==> src/rtl/tick_timer_pkg.sv <==
package tick_timer_pkg;
  localparam int DATA_W = 32;
  localparam int RUN_BIT = 24;
  localparam int IE_BIT = 25;

  typedef enum logic [1:0] {
    WIN_CTRL   = 2'd0,
    WIN_STATUS = 2'd1,
    WIN_ACK    = 2'd2,
    WIN_SNAP   = 2'd3
  } win_e;
endpackage

==> src/rtl/tick_prescaler.sv <==
module tick_prescaler #(
  parameter int DIV = 16
) (
  input  logic clk,
  input  logic rst_n,
  input  logic run,
  output logic tick
);
  localparam int PW = (DIV > 1) ? $clog2(DIV) : 1;
  localparam logic [PW-1:0] LAST = PW'(DIV - 1);

  logic [PW-1:0] phase;

  assign tick = run && (phase == LAST);

  always_ff @(posedge clk) begin
    if (!rst_n) phase <= '0;
    else if (run) phase <= tick ? '0 : phase + 1'b1;
  end

  // phase frozen while stopped
  a_r8_phase_hold: assert property (@(posedge clk) disable iff (!rst_n)
    !run |=> $stable(phase));
  // after a pulse, phase restarts
  a_r2_phase_restart: assert property (@(posedge clk) disable iff (!rst_n)
    tick |=> phase == '0);
endmodule

==> src/rtl/tick_counter.sv <==
module tick_counter #(
  parameter int CNT_W = 20,
  parameter int PCNT_W = 12,
  parameter bit PCNT_SAT = 1'b0
) (
  input  logic              clk,
  input  logic              rst_n,
  input  logic              tick,
  input  logic [CNT_W-1:0]  limit,
  input  logic              clr,
  output logic [CNT_W-1:0]  cnt,
  output logic [PCNT_W-1:0] pcnt,
  output logic              flag
);
  logic              wrap;
  logic [PCNT_W-1:0] pcnt_next;

  assign wrap = tick && (cnt >= limit);

  generate
    if (PCNT_SAT) begin : g_sat
      assign pcnt_next = (&pcnt) ? pcnt : pcnt + 1'b1;
    end else begin : g_wrap
      assign pcnt_next = pcnt + 1'b1;
    end
  endgenerate

  always_ff @(posedge clk) begin
    if (!rst_n) begin
      cnt  <= '0;
      pcnt <= '0;
      flag <= 1'b0;
    end else begin
      if (tick) cnt <= wrap ? '0 : cnt + 1'b1;
      if (wrap) begin
        pcnt <= clr ? PCNT_W'(1) : pcnt_next;
        flag <= 1'b1;
      end else if (clr) begin
        pcnt <= '0;
        flag <= 1'b0;
      end
    end
  end

  // wrap returns the counter to zero and raises the flag
  a_r3_wrap_zero: assert property (@(posedge clk) disable iff (!rst_n)
    (tick && cnt >= limit) |=> (cnt == '0) && flag);
  // counter moves only on a prescaled pulse
  a_r2_cnt_only_on_tick: assert property (@(posedge clk) disable iff (!rst_n)
    !tick |=> $stable(cnt));
  // collision keeps one period and the flag
  a_r9_collision: assert property (@(posedge clk) disable iff (!rst_n)
    (tick && cnt >= limit && clr) |=> (pcnt == PCNT_W'(1)) && flag);
  // acknowledge without wrap clears
  a_r5_ack_clears: assert property (@(posedge clk) disable iff (!rst_n)
    (clr && !(tick && cnt >= limit)) |=> (pcnt == '0) && !flag);
endmodule

==> src/rtl/tick_regs.sv <==
module tick_regs
  import tick_timer_pkg::*;
#(
  parameter int CNT_W = 20,
  parameter int PCNT_W = 12,
  parameter int ADDR_W = 4
) (
  input  logic              clk,
  input  logic              rst_n,
  input  logic              wr_en,
  input  logic              rd_en,
  input  logic [ADDR_W-1:0] addr,
  input  logic [DATA_W-1:0] wdata,
  input  logic [CNT_W-1:0]  cnt,
  input  logic [PCNT_W-1:0] pcnt,
  input  logic              flag,
  output logic [CNT_W-1:0]  limit,
  output logic              run,
  output logic              ie,
  output logic              clr,
  output logic [DATA_W-1:0] rdata,
  output logic              rvalid
);
  win_e              win;
  logic [DATA_W-1:0] ctrl_word;
  logic [DATA_W-1:0] rd_word;
  logic              unused_bits;

  assign win = win_e'(addr[3:2]);
  assign clr = rd_en && (win == WIN_ACK);
  assign unused_bits = ^{addr[1:0], wdata[DATA_W-1:IE_BIT+1], wdata[RUN_BIT-1:CNT_W]};

  always_ff @(posedge clk) begin
    if (!rst_n) begin
      limit <= '1;
      run   <= 1'b0;
      ie    <= 1'b0;
    end else if (wr_en && win == WIN_CTRL) begin
      limit <= wdata[CNT_W-1:0];
      run   <= wdata[RUN_BIT];
      ie    <= wdata[IE_BIT];
    end
  end

  always_comb begin
    ctrl_word = '0;
    ctrl_word[CNT_W-1:0] = limit;
    ctrl_word[RUN_BIT] = run;
    ctrl_word[IE_BIT] = ie;
  end

  always_comb begin
    case (win)
      WIN_CTRL:   rd_word = ctrl_word;
      WIN_STATUS: rd_word = {{(DATA_W-1){1'b0}}, flag};
      default:    rd_word = {pcnt, cnt};
    endcase
  end

  always_ff @(posedge clk) begin
    if (!rst_n) begin
      rdata  <= '0;
      rvalid <= 1'b0;
    end else begin
      rvalid <= rd_en;
      if (rd_en) rdata <= rd_word;
    end
  end

  // read strobe answered next cycle
  a_r12_rvalid: assert property (@(posedge clk) disable iff (!rst_n)
    rd_en |=> rvalid);
  // writes elsewhere leave control untouched
  a_r11_ro_windows: assert property (@(posedge clk) disable iff (!rst_n)
    (wr_en && win != WIN_CTRL) |=> $stable(limit) && $stable(run) && $stable(ie));
endmodule

==> src/rtl/interval_tick_timer.sv <==
module interval_tick_timer
  import tick_timer_pkg::*;
#(
  parameter int DIV = 16,
  parameter int CNT_W = 20,
  parameter int PCNT_W = 12,
  parameter int ADDR_W = 4,
  parameter bit PCNT_SAT = 1'b0
) (
  input  logic              clk,
  input  logic              rst_n,
  input  logic              wr_en,
  input  logic              rd_en,
  input  logic [ADDR_W-1:0] addr,
  input  logic [31:0]       wdata,
  output logic [31:0]       rdata,
  output logic              rvalid,
  output logic              irq
);
  localparam int PACK_W = CNT_W + PCNT_W;

  logic              tick, run, ie, clr, flag;
  logic [CNT_W-1:0]  limit, cnt;
  logic [PCNT_W-1:0] pcnt;

  tick_prescaler #(.DIV(DIV)) u_pre (
    .clk(clk), .rst_n(rst_n), .run(run), .tick(tick)
  );

  tick_counter #(.CNT_W(CNT_W), .PCNT_W(PCNT_W), .PCNT_SAT(PCNT_SAT)) u_cnt (
    .clk(clk), .rst_n(rst_n), .tick(tick), .limit(limit), .clr(clr),
    .cnt(cnt), .pcnt(pcnt), .flag(flag)
  );

  tick_regs #(.CNT_W(CNT_W), .PCNT_W(PCNT_W), .ADDR_W(ADDR_W)) u_regs (
    .clk(clk), .rst_n(rst_n), .wr_en(wr_en), .rd_en(rd_en), .addr(addr),
    .wdata(wdata), .cnt(cnt), .pcnt(pcnt), .flag(flag), .limit(limit),
    .run(run), .ie(ie), .clr(clr), .rdata(rdata), .rvalid(rvalid)
  );

  assign irq = flag && ie;

  initial begin
    a_r5_pack_width: assert (PACK_W == DATA_W);
  end

  // a request is withdrawn on the cycle after an acknowledge without wrap
  a_r7_ack_drops_irq: assert property (@(posedge clk) disable iff (!rst_n)
    (clr && !tick) |=> !irq);
endmodule

==> config.mk <==
export PLATFORM = sky130hd
export DESIGN_NAME = interval_tick_timer
export DESIGN_NICKNAME = d
export VERILOG_FILES = /design/src/rtl/tick_timer_pkg.sv /design/src/rtl/tick_prescaler.sv /design/src/rtl/tick_counter.sv /design/src/rtl/tick_regs.sv /design/src/rtl/interval_tick_timer.sv
export SDC_FILE = /design/constraint.sdc
export NUM_CORES = 1
export LEC_CHECK = 0
export BUFFER_PORTS_ARGS = -buffer_cell sky130_fd_sc_hd__buf_2
export CAP_MARGIN = 20
export CORE_UTILIZATION = 58
export CTS_BUF_LIST = sky130_fd_sc_hd__clkbuf_2 sky130_fd_sc_hd__clkbuf_4 sky130_fd_sc_hd__clkbuf_8
export DETAILED_ROUTE_END_ITERATION = 8
export GPL_TIMING_DRIVEN = 0
export PLACE_DENSITY_LB_ADDON = 0.05
export SKIP_CTS_REPAIR_TIMING = 1
export SLEW_MARGIN = 10
export SYNTH_ARGS = -nofsm -noshare
export SYNTH_HDL_FRONTEND = slang
export SYNTH_SLANG_ARGS = --single-unit
==> constraint.sdc <==
create_clock -name clk -period 2.5 [get_ports clk]
set_input_delay 0.25 -clock clk [delete_from_list [all_inputs] [get_ports clk]]
set_output_delay 0.25 -clock clk [all_outputs]
set_load 0.01 [all_outputs]
# == After elaboration in Yosys (flattened, before gate mapping) ==
# Cells that the tools add are included.
# classes
addsub,3
n_lt_le_gt_ge,1
n_eq_ne,3
muxes,8
reduce_logical,7
# op_table
op,n
32-bit case mux with 2 select lines,1
12-bit two-way mux,3
20-bit by 1-bit adder with 20-bit output (second input constant),1
20-bit >= comparator,1
20-bit two-way mux,1
12-bit by 1-bit adder with 12-bit output (second input constant),1
1-bit logical AND,5
4-bit by 1-bit adder with 4-bit output (second input constant),1
4-bit equality test (second input constant),1
4-bit two-way mux,1
2-bit by 1-bit equality test with 1-bit output (second input constant),1
2-bit equality test (second input constant),1
2-bit logical NOT,1
1-bit two-way mux,2
2-bit nonzero test,1
# word_totals
reg_bits,92
in_bits,40
wordCells,31

# == Logic depth before layout (Yosys ltp) ==
# Gate-level depths: netlist of the first run.
# depth
depth_word,4
depth_mapped,9
mapped_depth_nobuf,8

# == Cells and area by module ==
# Synthesis of the first run repeated with hierarchy kept, for this count alone.
# hier_totals
cells_unflattened,487
hier_area_um2,4529.3
# by_module_without_submodules
module,instances,cells_per_inst,area_per_inst_um2,seq_area_each_um2
tick_regs,1,228,2367.3,1101.1
tick_counter,1,239,1959.4,660.6
tick_prescaler,1,19,196.4,80.1
interval_tick_timer,1,1,6.3,0.0

# == Least setup slack after synthesis of the first run ==
# No wires, ideal clock.
# synth_path
path_type,flip-flop to flip-flop
startpoint,register u_cnt.cnt[0]
endpoint,register u_cnt.pcnt[8]
setup_ns,0.121
t_arrival_ns,2.152
t_required_ns,2.379
setup_slack_ns,0.226
path_stages_with_launch,10
path_cell_list,dfxtp_1 > inv_1 > ha_1 > nand2b_1 > a2111o_1 > a31oi_1 > o2111a_2 > buf_6 > nor3_2 > mux2_4
# synth_via
elab_chain_len,3
# synth_lines
element,line_no,rtl
start: declaration,tick_counter.sv:11,"output logic [CNT_W-1:0] cnt,"
start signal: assignment,tick_counter.sv:34,if (tick) cnt <= wrap ? '0 : cnt + 1'b1;
20-bit >= comparator (*),tick_counter.sv:18,assign wrap = tick && (cnt >= limit);
1-bit logical AND (*),tick_counter.sv:18,
12-bit two-way mux / 2-bit nonzero test (equally long branches),--,
end signal: assignment,tick_counter.sv:36,pcnt <= clr ? PCNT_W'(1) : pcnt_next;
end: declaration,tick_counter.sv:12,"output logic [PCNT_W-1:0] pcnt,"
# Every way passes the cells marked *; elsewhere a longest branch is shown, timed or not.
# A chain may end at the register's enable or synchronous reset.

# == Final worst setup path of the first run ==
# Ends and elaborated chain as after synthesis.

==> run_results.csv, run 1 <==
group,metric,value,unit
die,coreArea,0.00729,mm2
synthesis,yosysTopAreaCell,"dfxtp_1",
setup_path,path_class,"flop to flop",
clock_tree,clock_path_buffers,2,
synthesis,synth_cells,523,
global_routing,antenna_found_initial,0,
finish,utilization,69.7,%
global_routing,grt_pass1_vias,3633,
synthesis,synthTopCellsByCount,"92 x dfxtp_1, 55 x nand2_1, 45 x inv_1, 45 x nand3_1, 34 x nor2_1",
power,p_switching,0.705,mW
setup_path,crit_required,2760,ps
setup_path,cp-end-kind,"flop",
setup_path,cp.arrival,2680,ps
power,power_frac_seq,54.5,%
synthesis,synth-seq-cells,92,
synthesis,synth.net_count,586,
die,num_rows,31,
clock_tree,root_buffer,"clkbuf_8",
clock_tree,cts_buffers,9,
timing,setup_violations,0,
die,dieHeight,89.0,um
finish,synthToLayoutAreaGrowth,15.7,%
synthesis,yosys_warnings,0,
routing,viasPerCell,5.72,
outcome,run_status,"complete, no violations",
flow_run,maxCapViolations,0,
power,cellLeakagePower,2.14,nW
placement,portBuffers,59,
placement,routabilityCongestion,0.853,
power,power.density,546,mW/mm2
die,die_w,89.0,um
synthesis,yosysTopAreaCellShare,41.9,%
routing,remaining_drc_errors,0,
timing,fin_crit,2430,ps
clock_tree,clk_latency,370,ps
synthesis,syn-cell-area,0.00439,mm2
routing,wl_per_cell,16.1,um
timing,finalHoldViolations,0,
timing,fin_crit_sh,97.0,%
synthesis,synth.most_common_cell,"dfxtp_1",
clock_tree,cts_sinks,92,
timing,max_freq,0.412,GHz
die,die_area,0.00792,mm2
global_routing,track_usage,29.1,%
synthesis,avgSynthCellArea,8.40,um2
global_routing,grt_remaining_overflow,0,
power,power_frac_clock,38.2,%
synthesis,ys.flop_type,"dfxtp_1",
timing,drv_slew,0,
synthesis,synthTopCellsByArea,"dfxtp_1 42%, ha_1 6.6%, nand3_1 5.1%, nand2_1 4.7%, a22o_1 4.2%",
die,io_pins,74,
clock_tree,cts_max_level,3,
routing,first_iter_violations,255,
placement,dp_hpwl,7.77,mm
global_routing,use_met1,39.8,%
synthesis,synth_edf_count,0,
finish,diodes,0,
setup_path,crit_path_start_kind,"flop",
routing,vias,4002,
global_routing,grt_use_met2,47.6,%
timing,finalClockSkew,13.6,ps
finish,final_net_count,659,
timing,fin_setup_tns,0,ps
synthesis,ys_types,40,
clock_tree,cts_tree,"built",
power,cell_internal_pwr,2.07,mW
min_path,hp-class,"input pin to flop",
synthesis,async_flop_share,0,%
routing,firstDrtPassIters,4,
finish,drive_gt1_share,15.6,%
routing,antenna_left,0,
power,p_sw_share,25.4,%
power,vdd_drop_max,0.320,mV
setup_path,cp_max_fo,10,
global_routing,use_met3,3.51,%
routing,drt_wl_total,11.3,mm
global_routing,grt_max_degree,17,
synthesis,yosysSeqAreaShare,41.9,%
timing,relSlewSlack,58.1,%
global_routing,grt.busiest_layer,"met2",
clock_tree,clk_pin_slew,100,ps
timing,worst_pin_slew,629,ps
global_routing,grt_first_pass_wirelength,17.3,mm
power,comb_power_share,7.3,%
die,initial_core_util,60.2,%
setup_path,r2r_slack,70,ps
-- power by group through the flow --
| stage | Clock [mW] | Sequential [mW] | Combinational (mW) |
|---|---|---|---|
| finish | 1.06 | 1.51 | 0.202 |
| detailed placement | 0 | 1.55 | 0.201 |
| global route | 1.13 | 1.52 | 0.224 |
| CTS | 1.06 | 1.51 | 0.202 |
| global placement | 0 | 1.55 | 0.196 |
| floorplan | 0 | 1.55 | 0.113 |
-- layout by cell type (no fill, tap or decap), drive strengths merged, types with 7 or more instances in the layout --
cell / instances
nor2: 34
nand4: 9
xnor2: 11
o211ai: 19
nand2: 55
xor2: 9
ha: 23
a21oi: 16
clkbuf: 39
inv: 48
o21ai: 29
a22o: 21
and3: 7
dfxtp: 92
buf: 65
a21boi: 14
nand2b: 13
nor3: 8
nand3: 45
-- metrics by stage --
stage | area (um2) | hold WS [ps] | power [mW] | worst slack, ps | cells
after global routing | 5080 | 112 | 2.87 | -12.1 | 700
after CTS | 5020 | 106 | 2.78 | -201 | 697
final | 5080 | 106 | 2.78 | 74.6 | 700
after floorplan | 4390 | 374 | 1.66 | 226 | 523
after global placement | 4810 | 455 | 1.74 | -134 | 681
after detailed placement | 4810 | 462 | 1.75 | -148 | 681
-- per-layer routing --
layer  wire length (um)  vias up  part of all wire, %
li1                   -     1961                    -
met1               5160     1875                   46
met2               5250      147                   46
met3                661       19                  5.9
met4                226        0                  2.0
met5                  0        -                    0
-- area by class of cell --
cell class,instances,area (um2)
Tap cell,99,124
Clock buffer,10,138
Multi-Input combinational cell,354,2290
Sequential cell,92,1840
Clock inverter,6,68.8
Timing Repair Buffer,61,310
Fill cell,633,2210
Inverter,45,169
Buffer,33,135
-- sequential cells by signal, summed over array words and instances, names as in the netlist --
register and count:
u_regs.rdata 32, u_cnt.cnt 20, u_regs.ie 1, u_pre.phase 4
u_cnt.flag 1, u_regs.limit 20, u_regs.rvalid 1, u_regs.run 1
u_cnt.pcnt 12
-- final timing paths --
kind / startpoint / to / cells past startpoint
worst max-delay path: u_cnt.cnt[0] / u_cnt.pcnt[8] / 9
worst min-delay path: wdata[2] / u_regs.limit[2] / 3
worst max register to register: u_cnt.cnt[0] / u_cnt.pcnt[8] / 9
worst min register to register: u_regs.rdata[28] / u_regs.rdata[28] / 2
-- critical path, stage by stage, from the launching register on --
cell      delay, ps
dfxtp_2         360
inv_1            60
ha_1            260
nand2b_1        140
a2111o_1        460
a31oi_4         220
o2111a_2        290
buf_6           160
nor3_2           60
mux2_4          300
-- cell families after synthesis --
group | share of synthesized area (%)
AOI/OAI and AO/OA | 17.5
xor gates and xnor gates | 3.99
adders and majority gates | 6.55
buffers and inverters | 6.87
DFF | 41.9
muxes | 1.62
and+or+nand+nor | 21.6
(Power assumes the default switching activity.)
==> inputs of run 2 (changes only) <==
CORE_UTILIZATION = 63   (was 58)
clock period = 3 ns   (was 2.5 ns; I/O delays follow)
==> run 2 against run 1 <==
Effect of this change: non-clock buffer count down 2; final area fell by 2.2%; maximum frequency is 12% lower; via count is 2.3% lower; highest routed layer unchanged.
==> run_results.csv, run 2 (same netlist as run 1, synthesis figures left out) <==
group,metric,value,unit
outcome,run_status,"complete, no violations",
routing,wl_met1,4.77,mm
finish,drive_gt1_share,14.0,%
finish,largest_register_ffs,32,
routing,vias,3908,
die,coreArea,0.00676,mm2
placement,portBuffers,59,
timing,fin_setup_tns,0,ps
placement,routabilityCongestion,0.870,
setup_path,path_class,"flop to flop",
setup_path,path_cells,"inv_1 > ha_1 > nand2b_1 > a2111o_1 > a31oi_1 > o2111a_2 > o21ai_1 > clkbuf_1 > nor2_1",
placement,dp_hpwl,7.56,mm
clock_tree,cts_tree,"built",
routing,firstDrtPassIters,5,
min_path,min_to,"u_regs.limit[13]",
min_path,hp-class,"input pin to flop",
routing,top_layer,"met4",
setup_path,crit_path_start_kind,"flop",
die,die_w,85.5,um
power,power.density,445,mW/mm2
finish,largest_register,"u_regs.rdata",
global_routing,antenna_found_initial,0,
clock_tree,cts_max_level,3,
finish,reg_top3,"u_regs.rdata x32, u_cnt.cnt x20, u_regs.limit x20",
power,power_frac_clock,35.4,%
clock_tree,clock_path_buffers,2,
timing,finalHoldViolations,0,
finish,final_net_count,656,
setup_path,r2r_slack,250,ps
timing,finalClockSkew,17.2,ps
routing,wl_per_cell,15.5,um
setup_path,cp.arrival,3030,ps
finish,layout_common_cells,"92 x dfxtp_1, 60 x buf_2, 55 x nand2_1",
finish,diodes,0,
timing,fin_crit,2750,ps
clock_tree,clk_pin_slew,100,ps
global_routing,grt_max_degree,15,
timing,setup_violations,0,
clock_tree,cts_sinks,92,
power,p_sw_share,24.7,%
global_routing,grt_remaining_overflow,0,
die,num_rows,30,
placement,place_inst,662,
setup_path,reg2reg_from,"u_cnt.cnt[0]",
routing,antenna_left,0,
setup_path,path_depth,9,
flow_run,maxCapViolations,0,
clock_tree,root_buffer,"clkbuf_8",
min_path,hp-start,"wdata[13]",
power,comb_power_share,7.6,%
global_routing,grt_pass1_vias,3721,
setup_path,path_buf_inv,2,
finish,final_common_cell,"dfxtp_1",
setup_path,crit_slowest_cell,"a2111o_1",
die,io_pins,74,
routing,viasPerCell,5.76,
timing,drv_slew,0,
die,die_area,0.00731,mm2
setup_path,reg2reg_depth,9,
setup_path,cp_max_fo,10,
timing,worst_pin_slew,632,ps
power,p_switching,0.546,mW
power,cellLeakagePower,2.11,nW
routing,remaining_drc_errors,0,
power,finalPower,2.21,mW
power,power_frac_seq,57.1,%
setup_path,regToRegEndpoint,"u_cnt.cnt[13]",
global_routing,grt_first_pass_wirelength,17.7,mm
power,cell_internal_pwr,1.66,mW
timing,fin_crit_sh,91.7,%
finish,fin_cells,678,
routing,wl_met3,529,um
timing,rsz0062_at_grt,"no",
clock_tree,clk_latency,350,ps
clock_tree,cts_buffers,9,
setup_path,slowest_delay,420,ps
finish,synthToLayoutAreaGrowth,13.1,%
timing,max_freq,0.364,GHz
min_path,hold_depth,3,
setup_path,cp-end-kind,"flop",
finish,utilization,73.5,%
setup_path,crit_required,3280,ps
setup_path,cp_top_family,"compound AO/OA/AOI/OAI gates",
die,dieHeight,85.5,um
timing,fin_hold_ws,166,ps
timing,relSlewSlack,57.9,%
die,initial_core_util,65.0,%
routing,wl_met2,4.98,mm
routing,first_iter_violations,191,
global_routing,track_usage,30.5,%
routing,drt_wl_total,10.5,mm
power,vdd_drop_max,0.263,mV
## run 2: power by group through the flow
stage | Combinational (mW) | Sequential, mW | Clock (mW)
floorplan | 0.0945 | 1.29 | 0
CTS | 0.166 | 1.26 | 0.789
global placement | 0.161 | 1.29 | 0
finish | 0.167 | 1.26 | 0.782
global route | 0.186 | 1.26 | 0.851
detailed placement | 0.165 | 1.29 | 0
## run 2: worst max path at each step
stage	from	endpoint	slack, ps
3_3_place_gp	u_cnt.cnt[0]	u_cnt.pcnt[8]	350
2_1_floorplan	u_cnt.cnt[0]	u_cnt.pcnt[8]	730
3_5_place_dp	u_cnt.cnt[0]	u_cnt.pcnt[9]	310
4_1_cts	u_cnt.cnt[0]	u_cnt.cnt[13]	270
6_report	u_cnt.cnt[0]	u_cnt.cnt[13]	250
5_1_grt	u_cnt.cnt[0]	u_cnt.cnt[1]	80
## run 2: area by class of cell
cell class / count / area (um2)
flip-flops and latches: 92 / 1840
plain buffers: 33 / 133
repair buffers: 59 / 295
clock inverters: 3 / 21.3
inverters: 45 / 169
clock buffers: 13 / 160
fillers: 547 / 1790
well taps: 80 / 100
multi-input cells: 353 / 2250
## run 2: through the flow
step / setup slack [ps] / cell area, um2
after floorplan: 726 / 4390
after global placement: 352 / 4790
after detailed placement: 311 / 4790
after CTS: 267 / 4970
after global routing: 77.9 / 4970
final: 250 / 4970
## run 2: metal layers
layer	vias to the layer above	GRT usage [%]
met5	-	0
met4	0	10.8
met3	19	6.16
met2	113	49.5
met1	1828	40.6
li1	1948	-
## run 2: worst reg2reg max path, cell delays in order (launching register included)
cell and delay, ps:
dfxtp_1 390, inv_1 80, ha_1 270, nand2b_1 150, a2111o_1 420, a31oi_1 380
o2111a_2 400, o21ai_1 100, clkbuf_1 300, nor2_1 200
==> inputs of run 3 (changes only) <==
RECOVER_POWER = 50   (was unset)
==> run 3 against run 2 <==
Effect of this change: utilization decreased by 0.63 points; clock power about the same; combinational power about the same.
==> run_results.csv, run 3 (same netlist as run 1, synthesis figures left out) <==
group,metric,value,unit
power,p_sw_share,24.7,%
clock_tree,cts_tree,"built",
routing,drt_wl_total,10.5,mm
finish,drive_gt1_share,8.36,%
routing,firstDrtPassIters,4,
timing,rsz0062_at_grt,"no",
clock_tree,cts_max_level,3,
clock_tree,cts_buffers,9,
power,comb_power_share,7.4,%
routing,wl_per_cell,15.5,um
finish,synthToLayoutAreaGrowth,12.2,%
timing,fin_crit,2750,ps
die,initial_core_util,65.0,%
placement,portBuffers,59,
min_path,hp-class,"input pin to flop",
timing,fin_ws,250,ps
clock_tree,cts_sinks,92,
timing,drv_slew,0,
flow_run,maxCapViolations,0,
routing,remaining_drc_errors,0,
global_routing,antenna_found_initial,0,
finish,final_net_count,656,
timing,worst_pin_slew,619,ps
routing,antenna_left,0,
timing,setup_violations,0,
power,cell_internal_pwr,1.66,mW
finish,layout_common_cells,"92 x dfxtp_1, 64 x clkbuf_1, 55 x nand2_1",
placement,routabilityCongestion,0.870,
global_routing,grt_max_degree,15,
power,power.density,447,mW/mm2
finish,largest_register,"u_regs.rdata",
global_routing,grt.busiest_layer,"met2",
finish,reg_top3,"u_regs.rdata x32, u_cnt.cnt x20, u_regs.limit x20",
clock_tree,clk_pin_slew,90,ps
global_routing,grt_use_met2,49.5,%
clock_tree,clk_latency,350,ps
setup_path,cp_max_fo,10,
timing,finalClockSkew,10.3,ps
placement,dp_hpwl,7.56,mm
die,dieHeight,85.5,um
power,power_frac_seq,57.2,%
setup_path,cp-end-kind,"flop",
power,power_frac_clock,35.3,%
setup_path,path_class,"flop to flop",
timing,relSlewSlack,58.7,%
timing,fin_setup_tns,0,ps
die,num_rows,30,
outcome,run_status,"complete, no violations",
setup_path,cp.arrival,3030,ps
timing,fin_crit_sh,91.7,%
routing,vias,3907,
clock_tree,clock_path_buffers,2,
finish,diodes,0,
setup_path,crit_path_start_kind,"flop",
power,p_switching,0.544,mW
placement,dp_slack,311,ps
timing,finalHoldViolations,0,
global_routing,use_met3,6.16,%
finish,final_common_cell,"dfxtp_1",
routing,viasPerCell,5.76,
global_routing,grt_pass1_vias,3721,
power,vdd_drop_max,0.261,mV
routing,first_iter_violations,189,
die,coreArea,0.00676,mm2
setup_path,crit_required,3280,ps
die,die_w,85.5,um
global_routing,track_usage,30.5,%
clock_tree,root_buffer,"clkbuf_8",
die,io_pins,74,
timing,max_freq,0.364,GHz
global_routing,use_met1,40.6,%
global_routing,grt_remaining_overflow,0,
finish,largest_register_ffs,32,
power,cellLeakagePower,1.97,nW
die,die_area,0.00731,mm2
global_routing,grt_first_pass_wirelength,17.7,mm
[run 3: final cells by class]
type,instances,area (um2)
Multi-Input combinational cell,353,2250
Timing Repair Buffer,59,253
Clock inverter,3,21.3
Fill cell,560,1830
Inverter,45,169
Clock buffer,13,160
Sequential cell,92,1840
Buffer,33,133
Tap cell,80,100
[run 3: layer usage]
metal  wire, um  share of wire [%]  up-vias
met5          0                  0        -
met4        191                1.8        0
met3        486                4.6       20
met2       4990                 48      107
met1       4820                 46     1832
li1           -                  -     1948
[run 3: power groups by stage]
stage               Clock, mW  Combinational (mW)  Sequential (mW)
global route            0.851               0.183             1.27
detailed placement          0               0.165             1.29
finish                  0.779               0.164             1.26
floorplan                   0              0.0945             1.29
CTS                     0.789               0.166             1.26
global placement            0               0.161             1.29
[run 3: worst max-delay path: stages, from the launching register on]
cell,delay [ps]
dfxtp_1,390
inv_1,80
ha_1,270
nand2b_1,150
a2111o_1,420
a31oi_1,380
o2111a_2,400
o21ai_1,100
clkbuf_1,300
nor2_1,200
[run 3: final timing paths]
path / slack (ps) / from / to / depth (start not counted)
max: 250 / u_cnt.cnt[0] / u_cnt.cnt[13] / 9
max reg2reg: 250 / u_cnt.cnt[0] / u_cnt.cnt[13] / 9
min: 170 / wdata[16] / u_regs.limit[16] / 3
min reg2reg: 480 / u_regs.rdata[31] / u_regs.rdata[31] / 2
[run 3: metrics by stage]
stage	utilization (%)	total power [mW]	cell area, um2	instances	hold slack (ps)
after floorplan	-	1.39	4390	523	424
after global placement	70.9	1.45	4790	662	456
after detailed placement	70.9	1.45	4790	662	457
after CTS	73.5	2.22	4970	678	156
after global routing	72.9	2.30	4930	678	164
final	72.9	2.20	4930	678	169
